`src/rtl/pwrup_pkg.sv`:
```
package pwrup_pkg;

  // True when the opcode is one of the two status-polling reads
  function automatic logic is_poll_op(input logic [7:0] op,
                                      input logic [7:0] op_a,
                                      input logic [7:0] op_b);
    return (op == op_a) || (op == op_b);
  endfunction

  // Counter width able to hold the value lim
  function automatic int cnt_width(input int lim);
    return (lim < 2) ? 1 : $clog2(lim + 1);
  endfunction

endpackage

```
`src/rtl/pwrup_sync.sv`:
```
module pwrup_sync (
  input  logic clk,
  input  logic supply_ok,
  output logic run
);
  logic meta_q, run_q;

  always_ff @(posedge clk or negedge supply_ok) begin
    if (!supply_ok) begin
      meta_q <= 1'b0;
      run_q  <= 1'b0;
    end else begin
      meta_q <= 1'b1;
      run_q  <= meta_q;
    end
  end

  assign run = run_q;

  // run can only be high while the raw supply is good
  always @(posedge clk) begin
    if (supply_ok === 1'b0)
      a_r9_run_follows_supply: assert (run_q !== 1'b1);
  end
endmodule

```
`src/rtl/pwrup_timer.sv`:
```
module pwrup_timer #(
  parameter int STARTUP_CYC = 1000
) (
  input  logic clk,
  input  logic run,
  output logic ready
);
  import pwrup_pkg::*;
  localparam int CW = cnt_width(STARTUP_CYC);
  localparam logic [CW-1:0] LIMIT = CW'(STARTUP_CYC);

  logic [CW-1:0] cnt_q;

  always_ff @(posedge clk or negedge run) begin
    if (!run)                cnt_q <= '0;
    else if (cnt_q != LIMIT) cnt_q <= cnt_q + 1'b1;
  end

  assign ready = (cnt_q == LIMIT);

  // counter never passes its limit
  a_r2_cnt_bound: assert property (@(posedge clk) disable iff (!run)
    cnt_q <= LIMIT);
  // once accessible, stays accessible until power is lost
  a_r4_ready_sticky: assert property (@(posedge clk) disable iff (!run)
    ready |=> ready);
endmodule

```
`src/rtl/pwrup_cmd_filter.sv`:
```
module pwrup_cmd_filter #(
  parameter int          OP_W      = 8,
  parameter logic [7:0]  STAT_OP_A = 8'h05,
  parameter logic [7:0]  STAT_OP_B = 8'h70
) (
  input  logic            clk,
  input  logic            run,
  input  logic            ready,
  input  logic            cs_n,
  input  logic            cmd_valid,
  input  logic [OP_W-1:0] cmd_op,
  output logic            cmd_accept,
  output logic            cmd_reject,
  output logic            sel_blocked
);
  import pwrup_pkg::*;

  logic block_q, acc_q, rej_q;
  logic live_cmd, poll_hit, pass;

  // Blocked from reset until chip select is seen released
  always_ff @(posedge clk or negedge run) begin
    if (!run)      block_q <= 1'b1;
    else if (cs_n) block_q <= 1'b0;
  end

  assign poll_hit = is_poll_op(8'(cmd_op), STAT_OP_A, STAT_OP_B);
  assign live_cmd = cmd_valid && !cs_n && !block_q;
  assign pass     = ready || poll_hit;

  always_ff @(posedge clk or negedge run) begin
    if (!run) begin
      acc_q <= 1'b0;
      rej_q <= 1'b0;
    end else begin
      acc_q <= live_cmd && pass;
      rej_q <= live_cmd && !pass;
    end
  end

  assign cmd_accept  = acc_q;
  assign cmd_reject  = rej_q;
  assign sel_blocked = block_q;

  // a non-status opcode before ready is never accepted
  a_r3_startup_filter: assert property (@(posedge clk) disable iff (!run)
    (cmd_valid && !ready && !poll_hit) |=> !cmd_accept);
  // after ready a selected, unblocked command is accepted
  a_r7_accept_all: assert property (@(posedge clk) disable iff (!run)
    (cmd_valid && !cs_n && !block_q && ready) |=> cmd_accept);
  // a blocked selection yields no reply
  a_r10_blocked_silent: assert property (@(posedge clk) disable iff (!run)
    (block_q && cmd_valid) |=> !(cmd_accept || cmd_reject));
  // deselected commands yield no reply
  a_r11_deselected: assert property (@(posedge clk) disable iff (!run)
    (cs_n && cmd_valid) |=> !(cmd_accept || cmd_reject));
  // accept and reject are exclusive
  a_r3_exclusive: assert property (@(posedge clk) disable iff (!run)
    !(cmd_accept && cmd_reject));
endmodule

```
`src/rtl/pwrup_gate.sv`:
```
module pwrup_gate #(
  parameter int          STARTUP_CYC = 1000,
  parameter int          OP_W        = 8,
  parameter int          PROTO_W     = 2,
  parameter logic [7:0]  STAT_OP_A   = 8'h05,
  parameter logic [7:0]  STAT_OP_B   = 8'h70
) (
  input  logic               clk,
  input  logic               supply_ok,
  input  logic               cs_n,
  input  logic               cmd_valid,
  input  logic [OP_W-1:0]    cmd_op,
  input  logic [PROTO_W-1:0] nv_proto,
  output logic               cmd_accept,
  output logic               cmd_reject,
  output logic               ready,
  output logic               wip,
  output logic               wel,
  output logic               lock_wr,
  output logic               lock_down,
  output logic [PROTO_W-1:0] proto_mode
);
  logic run, sel_blocked;
  logic wel_q, lock_wr_q, lock_dn_q;
  logic [PROTO_W-1:0] proto_q;

  pwrup_sync u_sync (.clk(clk), .supply_ok(supply_ok), .run(run));

  pwrup_timer #(.STARTUP_CYC(STARTUP_CYC)) u_timer (
    .clk(clk), .run(run), .ready(ready));

  pwrup_cmd_filter #(.OP_W(OP_W), .STAT_OP_A(STAT_OP_A), .STAT_OP_B(STAT_OP_B))
  u_filter (
    .clk(clk), .run(run), .ready(ready), .cs_n(cs_n),
    .cmd_valid(cmd_valid), .cmd_op(cmd_op),
    .cmd_accept(cmd_accept), .cmd_reject(cmd_reject),
    .sel_blocked(sel_blocked));

  // Status and lock defaults; mode tracks config until the ready edge
  always_ff @(posedge clk or negedge run) begin
    if (!run) begin
      wel_q     <= 1'b0;
      lock_wr_q <= 1'b0;
      lock_dn_q <= 1'b0;
      proto_q   <= '0;
    end else if (!ready) begin
      wel_q     <= 1'b0;
      lock_wr_q <= 1'b0;
      lock_dn_q <= 1'b0;
      proto_q   <= nv_proto;
    end
  end

  assign wip        = run && !ready;
  assign wel        = wel_q;
  assign lock_wr    = lock_wr_q;
  assign lock_down  = lock_dn_q;
  assign proto_mode = proto_q;

  // no reply while the synchronized supply is low
  always @(posedge clk) begin
    if (run === 1'b0)
      a_r1_quiet_down: assert (!(cmd_accept === 1'b1 || cmd_reject === 1'b1));
  end
  // write-enable latch clear while busy or in standby
  a_r5_wel_clear: assert property (@(posedge clk) disable iff (!run)
    (wip || ready) |-> !wel);
  // lock bits clear once accessible
  a_r6_locks_clear: assert property (@(posedge clk) disable iff (!run)
    ready |-> !(lock_wr || lock_down));
  // captured mode frozen during standby
  a_r8_mode_frozen: assert property (@(posedge clk) disable iff (!run)
    ($past(ready) && ready) |-> $stable(proto_mode));
  // busy flag clear in the cycle after ready
  a_r4_wip_done: assert property (@(posedge clk) disable iff (!run)
    ready |=> !wip);
endmodule

```
`config.mk`:
```
export PLATFORM = sky130hd
export DESIGN_NAME = pwrup_gate
export DESIGN_NICKNAME = d
export VERILOG_FILES = /design/src/rtl/pwrup_pkg.sv /design/src/rtl/pwrup_sync.sv /design/src/rtl/pwrup_timer.sv /design/src/rtl/pwrup_cmd_filter.sv /design/src/rtl/pwrup_gate.sv
export SDC_FILE = /design/constraint.sdc
export NUM_CORES = 1
export LEC_CHECK = 0
export ABC_AREA = 1
export BUFFER_PORTS_ARGS = -buffer_cell sky130_fd_sc_hd__clkbuf_2
export CAP_MARGIN = 20
export CORE_ASPECT_RATIO = 1.1
export CORE_MARGIN = 1
export CORE_UTILIZATION = 54
export CTS_CLUSTER_DIAMETER = 40
export DETAILED_ROUTE_END_ITERATION = 16
export GPL_ROUTABILITY_DRIVEN = 0
export PLACE_DENSITY = 0.77
export SLEW_MARGIN = 40
export SYNTH_ARGS = -nofsm -noshare
export SYNTH_HDL_FRONTEND = slang
export SYNTH_SLANG_ARGS = --single-unit
```
`constraint.sdc`:
```
create_clock -name clk -period 1.9 [get_ports clk]
set_input_delay 0.38 -clock clk [delete_from_list [all_inputs] [get_ports clk]]
set_output_delay 0.38 -clock clk [all_outputs]
set_load 0.1 [all_outputs]
```
**Word-level counts from Yosys, hierarchy flattened**

Cells that the tools add are included.

- Add/subtract/negate cells: 1
- $mul: 0
- Div/mod/pow operators: 0
- Order comparisons: 0
- Equal/unequal tests: 4
- Shifts and indexed selects: 0
- Muxes and demuxes: 0
- Bitwise operators: 0
- Reduce and logical (&&, ||, !) cells: 11

Operators by type and width:

| cell | count |
|---|---|
| 10-bit by 1-bit adder with 10-bit output (second input constant) | 1 |
| 10-bit == test (second input constant) | 1 |
| 10-bit != test (second input constant) | 1 |
| 8-bit by 3-bit == test with 1-bit output (second input constant) | 1 |
| 8-bit by 7-bit == test with 1-bit output (second input constant) | 1 |
| 1-bit logical AND | 5 |
| 1-bit logical NOT | 4 |
| 1-bit logical OR | 2 |

- Bits in registers: 17
- Latch bits: 0
- Memory bits (writable): 0
- Memory bits (read-only): 0
- Memories: 0

**Depth between registers and ports, before layout**

- Word-level depth: 5
- Mapped depth: 8

**Cells and area by module**

From an unflattened synthesis, not the netlist that was laid out.

- Cells, all modules: 114
- Area, all modules: 897.1 sq um

Modules (own cells, without submodules):

| module | times used | cells each | area each (sq um) | sequential area each (sq um) |
|---|---|---|---|---|
| pwrup_timer | 1 | 65 | 539.3 | 250.2 |
| pwrup_cmd_filter | 1 | 31 | 193.9 | 76.3 |
| pwrup_gate | 1 | 15 | 110.1 | 50.0 |
| pwrup_sync | 1 | 3 | 53.8 | 50.0 |

**Least setup slack after synthesis**

No wires, ideal clock.

- Path kind: reg-to-output
- Start: register u_timer.cnt_q[0]
- End: output wip
- Arrival: 1478 ps
- Required time: 1520 ps
- Slack: 42 ps
- Stages on the path, launching flop included: 8
- Path through: dfrtp_1 > inv_1 > ha_1 > nand2_1 > nor2_2 > nand3_4 > nand2_1 > inv_1

- Cells in the longest elaborated chain, start to end: 3

Ends and longest elaborated chain:

| element | RTL line | text |
|---|---|---|
| from (decl) | pwrup_timer.sv:12 | `logic [CW-1:0] cnt_q;` |
| from (signal assigned) | pwrup_timer.sv:16 | `else if (cnt_q != LIMIT) cnt_q <= cnt_q + 1'b1;` |
| 10-bit == test | pwrup_timer.sv:19 | `assign ready = (cnt_q == LIMIT);` |
| 1-bit logical NOT | pwrup_gate.sv:54 | `assign wip = run && !ready;` |
| 1-bit logical AND | pwrup_gate.sv:54 |  |
| to (decl) | pwrup_gate.sv:17 | `output logic wip,` |

No other way between the ends.

**Worst setup path in the final report**

- Start: register u_timer.cnt_q[1]
- End: output wip

Same word-level chain as after synthesis.

==> summary.txt <==
Layout
  – Layout cells sized above 1: 34.5%
  – Fin nets: 156
  – Commonest non-fill, non-tap cell in the layout: nand2_1
  – Most frequent cells in the layout: nand2_1, inv_1, clkbuf_2
  – Area grow syn2layout: 28.2%
  – Register area: 427 µm²
  – Area of the multi-input gates: 377 µm²
  – Final core utilization: 73.3%
  – ANT cells: 0
  – Fillers: 116

Clock tree
  – Reg clk slew, reported paths: 100 ps
  – CTS Buf Count: 3
  – Clk_lat worst skew: 290 ps
  – CTS tree: yes
  – CTS Sinks: 17
  – # H-tree levels: 1
  – Clock Root Buffer: clkbuf_4
  – Clock Path Buffers: 2

Floorplan
  – # IOs: 23
  – Die ar.: 1820 µm²
  – Die width: 40.7 µm
  – Row cnt: 15
  – Die H: 44.6 µm
  – Starting Density: 57.2%
  – Total core area: 1560 µm²

Synth
  – Synth async-reset ratio: 100%
  – Top post-synthesis cells by area: dfrtp_1, nand2_1, inv_1, xor2_1, buf_4
  – #FFs+latches synth: 17
  – Yosys cell types: 20
  – Gate Count Post-Synth: 108
  – Seq/Total Area, Yosys: 47.9%
  – Top cell type's share of synthesized area: 44.9%
  – Post-synth EDFFs: 0
  – Avg Cell Area, Syn: 8.25 µm²
  – Mapped Area: 891 µm²
  – Predominant post-synthesis flop cell: dfrtp_1
  – Cell taking the most area after synthesis: dfrtp_1
  – Synth warn: 0

STA
  – Final hold violations: 0
  – Fmax: 539 MHz
  – Worst slew pin tran: 550 ps
  – Max-slew violation count: 0
  – Skew final: 1.74 ps
  – Final Cycle Share: 97.7%
  – Post-layout minimum cycle time: 1860 ps
  – Rel. slew slack: 63.5%
  – Setup violators final: 0
  – Hold_ws: 205 ps

Status
  – Status: complete, no violations

Detailed routing
  – Routed Antenna Nets: 0
  – Post-route DRC: 0
  – DRT Pass-1 Iters: 4
  – Wire length per cell: 11.9 µm
  – Vias post-DR: 740
  – Initial DRC Count: 9
  – Routed vias/inst: 4.74
  – Post-Route WL: 1850 µm

Worst setup path
  – RR Startpoint: u_timer.cnt_q[0]
  – Worst EP required: 1520 ps
  – R2R depth: 8
  – Critical setup path kind: flop to output pin
  – Reg-to-reg setup timing slack: 410 ps
  – Crit path DAT: 1480 ps
  – CP endpoint kind: output pin
  – CP Capture Point: wip
  – Reg2reg end: u_timer.cnt_q[8]
  – CP Launch Type: flop
  – Crit-path max FO: 4
  – Crit. Startpoint: u_timer.cnt_q[1]

GRT
  – First-pass GRT wire length: 2680 µm
  – GR Overflow Total: 0
  – Pin count of the biggest net entering global routing: 16
  – Antenna violations before repair: 0
  – All-Layer GR Usage: 22.0%
  – Number of global-route vias before repair: 731

Power
  – Lkg Pwr: 0.635 nW
  – Power Density: 591 nW/µm²
  – Peak VDD IR: 0.000469 V

Min path
  – Hold crit path type: primary input to flop
  – HP Start: cs_n

Run
  – Max_cap viols: 0

Place
  – IO Port Bufs: 19
  – Final HPWL DP: 1250 µm
[cell families (layout without fill, tap and decap cells)]
group                      count (synthesis)  after routing  share of synthesized area (%)
adders and majority gates                  2              2                           2.81
DFF                                       17             17                           47.9
other                                      2              4                          0.843
and+or+nand+nor                           53             53                           28.8
AOI/OAI and AO/OA                          1              1                          0.561
buffers and inverters                     27             56                           13.2
xor gates and xnor gates                   6              6                           5.90
[layer usage]
layer | track usage (%) | wire [µm] | vias to the layer above | share of wire, %
met5 | 0 | 0 | - | 0
met4 | 10.0 | 30 | 0 | 1.6
met3 | 4.02 | 64 | 5 | 3.5
met2 | 40.0 | 1080 | 22 | 58
met1 | 23.1 | 678 | 346 | 37
li1 | - | - | 367 | -
[worst min-delay path by stage]
stage	end	slack [ps]	depth (start not counted)
2_1_floorplan	u_sync.meta_q	80	0
3_3_place_gp	u_sync.run	170	1
3_5_place_dp	u_sync.run	170	1
4_1_cts	u_filter.sel_blocked	210	2
5_1_grt	u_filter.sel_blocked	190	2
6_report	u_filter.sel_blocked	210	2
[critical path, cell delays in order, from the launching register on]
cell and delay (ps):
dfrtp_1 410, inv_2 90, ha_4 120, nand2_2 60, nor2_4 120, nand3_4 100
nand2_2 90, inv_2 40, buf_12 150
[state kept, by name, indices dropped and copies added (netlist names)]
register and count:
u_filter.cmd_reject 1, u_sync.run 1, proto_mode 2, u_sync.meta_q 1
u_timer.cnt_q 10, u_filter.cmd_accept 1, u_filter.sel_blocked 1
[through the flow]
| step | cells | power, mW | setup TNS [ps] | setup slack [ps] | cell area (µm²) |
|---|---|---|---|---|---|
| 2_1_floorplan | 110 | 0.457 | 0 | 42.1 | 898 |
| 3_3_place_gp | 143 | 0.480 | 0 | 313 | 1020 |
| 3_5_place_dp | 143 | 0.483 | 0 | 240 | 1020 |
| 4_1_cts | 152 | 0.675 | 0 | 25.5 | 1090 |
| 5_1_grt | 156 | 0.704 | -23.0 | -19.3 | 1140 |
| 6_report | 156 | 0.676 | 0 | 44.5 | 1140 |
[what timing repair did]
item	CTS	global route
gates resized for setup	0	8
hold buffers	1	0
buffers inserted	4	4
endpoints found under the setup margin	2	2
cloned	0	0
endpoints found under the hold margin	2	0
pin swaps	0	2
[area by class of cell]
class	count	area share, %
tap	17	1.86
clock inverter	1	0.438
clock buffer	3	1.97
inverter	23	7.67
multi-input combinational	66	33.0
sequential	17	37.3
timing repair buffer	29	17.7
[cells in the mapped netlist, drive strengths merged (2+ instances only)]
master	instances
nand2	32
xor2	6
conb	2
dfrtp	16
nor2	11
nand3	6
ha	2
inv	22
nand4	2
buf	4
[where the power goes]
group	internal, mW	total [mW]	switching, mW	leakage, nW
Sequential	0.367	0.370	0.00246	0.214
Combinational	0.0245	0.108	0.0832	0.403
Clock	0.0784	0.198	0.120	0.0177
Total	0.470	0.676	0.205	0.635
Note: power is estimated with default switching activity, not from simulation.
